<file path="config.mk">
export PLATFORM = sky130hd
export DESIGN_NAME = sgn_apply_top
export DESIGN_NICKNAME = d
export VERILOG_FILES = /design/src/rtl/sgn_pkg.sv /design/src/rtl/sgn_lane.sv /design/src/rtl/sgn_slice.sv /design/src/rtl/sgn_upper_sel.sv /design/src/rtl/sgn_apply_top.sv
export SDC_FILE = /design/constraint.sdc
export NUM_CORES = 2
export LEC_CHECK = 0
export ABC_AREA = 1
export BUFFER_PORTS_ARGS = -buffer_cell sky130_fd_sc_hd__buf_2
export CAP_MARGIN = 10
export CORE_AREA = 2 2 403 405
export DETAILED_ROUTE_END_ITERATION = 8
export DIE_AREA = 0 0 405 407
export PLACE_DENSITY = 0.39
export RECOVER_POWER = 100
export SYNTH_ARGS = -nofsm -noshare
export SYNTH_HDL_FRONTEND = slang
export SYNTH_SLANG_ARGS = --single-unit
</file>
<file path="constraint.sdc">
create_clock -name clk -period 3.6 [get_ports clk]
set_input_delay 1.08 -clock clk [delete_from_list [all_inputs] [get_ports clk]]
set_output_delay 1.08 -clock clk [all_outputs]
set_load 0.03 [all_outputs]
</file>
<file path="src/rtl/sgn_pkg.sv">
package sgn_pkg;

  typedef enum logic [1:0] {
    MODE_N64   = 2'd0,
    MODE_K128  = 2'd1,
    MODE_C128  = 2'd2,
    MODE_F256  = 2'd3
  } sgn_mode_e;

  typedef enum logic [1:0] {
    LANE_B8    = 2'd0,
    LANE_H16   = 2'd1,
    LANE_W32   = 2'd2,
    LANE_W32X  = 2'd3
  } lane_sz_e;

  localparam int NARROW_BITS = 64;
  localparam int MID_BITS    = 128;

endpackage

</file>
<file path="src/rtl/sgn_lane.sv">
module sgn_lane #(
  parameter int LW = 8
) (
  input  logic [LW-1:0] val,
  input  logic [LW-1:0] sel,
  output logic [LW-1:0] res
);
  always_comb begin
    if (sel[LW-1])
      res = ~val + 1'b1;
    else if (sel == '0)
      res = '0;
    else
      res = val;
  end
endmodule

</file>
<file path="src/rtl/sgn_slice.sv">
module sgn_slice
  import sgn_pkg::*;
#(
  parameter int SW = 32
) (
  input  logic [SW-1:0] val,
  input  logic [SW-1:0] sel,
  input  lane_sz_e      sz,
  output logic [SW-1:0] res
);
  localparam int NB = SW / 8;
  localparam int NH = SW / 16;
  localparam int NW = SW / 32;

  logic [SW-1:0] r8, r16, r32;

  for (genvar b = 0; b < NB; b++) begin : g_b8
    sgn_lane #(.LW(8)) u_lane (
      .val(val[b*8 +: 8]), .sel(sel[b*8 +: 8]), .res(r8[b*8 +: 8]));
  end

  for (genvar h = 0; h < NH; h++) begin : g_h16
    sgn_lane #(.LW(16)) u_lane (
      .val(val[h*16 +: 16]), .sel(sel[h*16 +: 16]), .res(r16[h*16 +: 16]));
  end

  for (genvar w = 0; w < NW; w++) begin : g_w32
    sgn_lane #(.LW(32)) u_lane (
      .val(val[w*32 +: 32]), .sel(sel[w*32 +: 32]), .res(r32[w*32 +: 32]));
  end

  always_comb begin
    case (sz)
      LANE_B8:  res = r8;
      LANE_H16: res = r16;
      default:  res = r32;
    endcase
  end
endmodule

</file>
<file path="src/rtl/sgn_upper_sel.sv">
module sgn_upper_sel
  import sgn_pkg::*;
#(
  parameter int VEC_W = 256,
  parameter int SW    = 32
) (
  input  logic [VEC_W-1:0] calc,
  input  logic [VEC_W-1:0] prev,
  input  sgn_mode_e        mode,
  output logic [VEC_W-1:0] merged
);
  localparam int NSL = VEC_W / SW;

  for (genvar s = 0; s < NSL; s++) begin : g_sl
    localparam int LO = s * SW;
    localparam bit ABOVE64  = (LO >= NARROW_BITS);
    localparam bit ABOVE128 = (LO >= MID_BITS);
    always_comb begin
      merged[LO +: SW] = calc[LO +: SW];
      case (mode)
        MODE_N64:  if (ABOVE64)  merged[LO +: SW] = prev[LO +: SW];
        MODE_K128: if (ABOVE128) merged[LO +: SW] = prev[LO +: SW];
        MODE_C128: if (ABOVE128) merged[LO +: SW] = '0;
        default:   merged[LO +: SW] = calc[LO +: SW];
      endcase
    end
  end
endmodule

</file>
<file path="src/rtl/sgn_apply_top.sv">
module sgn_apply_top
  import sgn_pkg::*;
#(
  parameter int VEC_W = 256,
  parameter int SW    = 32
) (
  input  logic             clk,
  input  logic             rst,
  input  logic             in_valid,
  input  logic [1:0]       mode,
  input  logic [1:0]       esize,
  input  logic             len_wide,
  input  logic [VEC_W-1:0] dest,
  input  logic [VEC_W-1:0] ctrl,
  input  logic [VEC_W-1:0] prev_dest,
  output logic             out_valid,
  output logic [VEC_W-1:0] result,
  output logic             ud_err
);
  localparam int NSL = VEC_W / SW;

  sgn_mode_e        mode_e;
  lane_sz_e         sz_e;
  logic [VEC_W-1:0] calc;
  logic [VEC_W-1:0] merged;
  logic             illegal;

  assign mode_e  = sgn_mode_e'(mode);
  assign sz_e    = lane_sz_e'(esize);
  assign illegal = len_wide && (mode_e != MODE_F256);

  for (genvar s = 0; s < NSL; s++) begin : g_slice
    sgn_slice #(.SW(SW)) u_slice (
      .val(dest[s*SW +: SW]),
      .sel(ctrl[s*SW +: SW]),
      .sz (sz_e),
      .res(calc[s*SW +: SW])
    );
  end

  sgn_upper_sel #(.VEC_W(VEC_W), .SW(SW)) u_upper (
    .calc  (calc),
    .prev  (prev_dest),
    .mode  (mode_e),
    .merged(merged)
  );

  always_ff @(posedge clk) begin
    if (rst) begin
      out_valid <= 1'b0;
      ud_err    <= 1'b0;
      result    <= '0;
    end else begin
      out_valid <= in_valid;
      ud_err    <= in_valid && illegal;
      if (in_valid && !illegal)
        result <= merged;
    end
  end
endmodule

</file>
==> metrics.txt <==
status=finished clean; Post-synth EDFFs=0; port bufs=between 900 and 1000; top layer in use=met5; TritonCTS Buffers=39; Setup Total Neg Slack=0 ps; fin crit period=a little over 3000 ps; DRC errors left=0; Power Density=302.7 mW/mm2; final hold violation count=0; WHS=approximately 470 ps; CTS clk-pin slew, worst paths=approximately 50 ps; syn avg cell area=5.327 um2; CP max FO=18; WL met2=between 80000 and 90000 um; most frequent cells in the layout=nand2_1, nor2_1, buf_2, nand3_1, a21oi_1; VDD IR max=approximately 0.00028 V; DRT iter0 DRCs=roughly 3200; GRT Overall Usage=approximately a fifth; HP Class=reg -> reg; # IOs=between 1000 and 1500; startpoint types=input port; CP Data Arrival Time=3590 ps; async set or reset register ratio after synthesis=0%; Final #Nets=between 7000 and 8000; area grow syn2layout=29.49%; DR WL/cell=about 21 um; critical path class=in -> reg; metal3 WL=12100 um; clock skew=0 ps; Synth Register Bits=258; vias=40650; worst-margin pin slew=roughly 1200 ps; Initial Util=between 15 and 20%; share of layout cells above drive strength 1=around 16%; WL met1=a little under 80000 um; clk_lat worst skew=between 600 and 700 ps; Setup violations, final=0; cts-stage hold buffer count=0; antenna-violating nets left=0; die height=~410 um; max-slew violations=0; cell area after layout=roughly 0.038 mm2; CTS tree=done; Placer Congestion=~0.9; CP Capture Type=flop; post-DR vias/cell=about 4.7; Pwr Total=around 11 mW; Final period util=between 80% and 90%; largest net degree at the start of global routing=95; drt pass-1 iters=6; post-CTS sizing=0; FMAX=~0.33 GHz; WL final=~180000 um; Synth Flop Type=dfxtp_1; WP data required=between 4000 and 5000 ps; Placement Rows=around 150; initial antenna violation count=69; H-tree Lvls=2; total leakage power=approximately 17 nW; Bufs on Longest Clock Path=3; Synth Cell Area=about 0.029 mm2; clock sink count=roughly 260; Area after DPL=~0.037 mm2; number of global-route vias before repair=approximately 38000; Die Wd=between 400 and 500 um; Synth Net Count=6286; Synth warnings=0; slew margin rel.=between 20% and 30%; max-cap viol count=0; DP HPWL=around 140000 um; worst r2r src=result[176]; Post-Syn Instances=5478; RSZ-0062 raised after global routing=false; most common cell after layout, fill and taps aside=nand2_1; full die area=about 0.16 mm2; CORE AREA=between 0.15 and 0.2 mm2; Synth cell types=55; first-pass GRT wire length=around 250000 um; post-CTS setup buffer count=0; crit path launch=esize[1]; post-synthesis sequential area ratio=approximately 18%; clk root buf=clkbuf_16; hold_sp=result[115]; grt total ovfl=0
-- cells by family (layout without fill, tap and decap cells) --
family	Yosys count	count (layout)	share of synthesized area (%)
AOI/OAI and AO/OA	1224	1224	22.37
DFF	258	258	17.70
other	0	15	0
xor gates and xnor gates	79	79	2.371
buffers and inverters	718	1648	9.844
and+or+nand+nor	3167	3167	46.35
adders and majority gates	32	32	1.372
-- critical path, cell delays in order --
cell	delay (ps)
buf_6	320
clkinvlp_2	310
buf_12	250
nor2_1	700
nand3_1	150
nand4_1	160
clkbuf_1	340
nand2_1	90
a21oi_1	130
-- cell usage after synthesis, types with 4 or more instances --
| cell type | n | share of area (%) |
|---|---|---|
| a211oi_1 | 5 | 0.13 |
| a21o_1 | 8 | 0.21 |
| a21oi_1 | 524 | 9.0 |
| a31oi_1 | 22 | 0.47 |
| buf_1 | 23 | 0.30 |
| buf_2 | 59 | 1.0 |
| buf_4 | 6 | 0.15 |
| buf_6 | 9 | 0.35 |
| clkbuf_1 | 141 | 1.8 |
| clkinv_1 | 8 | 0.10 |
| dfxtp_1 | 258 | 18 |
| ha_1 | 32 | 1.4 |
| inv_1 | 450 | 5.8 |
| inv_2 | 19 | 0.24 |
| nand2_1 | 1459 | 19 |
| nand2_2 | 20 | 0.43 |
| nand2_4 | 9 | 0.35 |
| nand3_1 | 567 | 9.7 |
| nand3_2 | 8 | 0.27 |
| nand3b_1 | 26 | 0.67 |
| nand4_1 | 87 | 1.9 |
| nor2_1 | 851 | 11 |
| nor2_2 | 39 | 0.84 |
| nor2_4 | 24 | 0.93 |
| nor3_1 | 55 | 0.94 |
| o211ai_1 | 72 | 1.9 |
| o21ai_0 | 519 | 8.9 |
| o21ai_1 | 23 | 0.39 |
| o21ai_2 | 5 | 0.15 |
| o21bai_1 | 6 | 0.15 |
| o22ai_1 | 15 | 0.32 |
| o31ai_1 | 4 | 0.10 |
| or2_2 | 15 | 0.32 |
| xnor2_1 | 9 | 0.27 |
| xor2_1 | 70 | 2.1 |
-- final cells by class --
class / instances / area, um2
multi-input combinational: 4502 / 21050
timing repair buffer: 1101 / 5670
antenna: 15 / 37.54
sequential: 258 / 5165
clock inverter: 19 / 257.7
inverter: 477 / 1813
tap: 2160 / 2703
clock buffer: 51 / 1092
fill: 18830 / 122400
-- stage by stage --
step	utilization (%)	setup WS, ps	cells
2_1_floorplan	-	1116	5478
3_3_place_gp	23.06	258.7	8498
3_5_place_dp	23.06	237.1	8498
4_1_cts	23.91	917.2	8568
5_1_grt	23.58	365.4	8579
6_report	23.59	543.5	8583
-- layer usage --
metal,GRT usage [%],vias up
met5,0,-
met4,4.609,58
met2,34.24,1454
met3,3.909,236
li1,-,19960
met1,26.86,18940
-- worst paths after layout --
kind                 end  slack [ps]  depth (start not counted)
max          result[127]         540                          9
min          result[115]         470                          2
max reg2reg  result[176]        2810                          2
min reg2reg  result[115]         470                          2
-- registers in the layout, summed over array words and instances, names as in the netlist --
| name | cells |
|---|---|
| result | 256 |
| out_valid | 1 |
| ud_err | 1 |
-- where the power goes --
group / switching, mW / internal, mW
Sequential: 0.124 / 3.07
Combinational: 2.80 / 1.21
Clock: 1.73 / 2.51
Note: power is estimated with default switching activity, not from simulation.
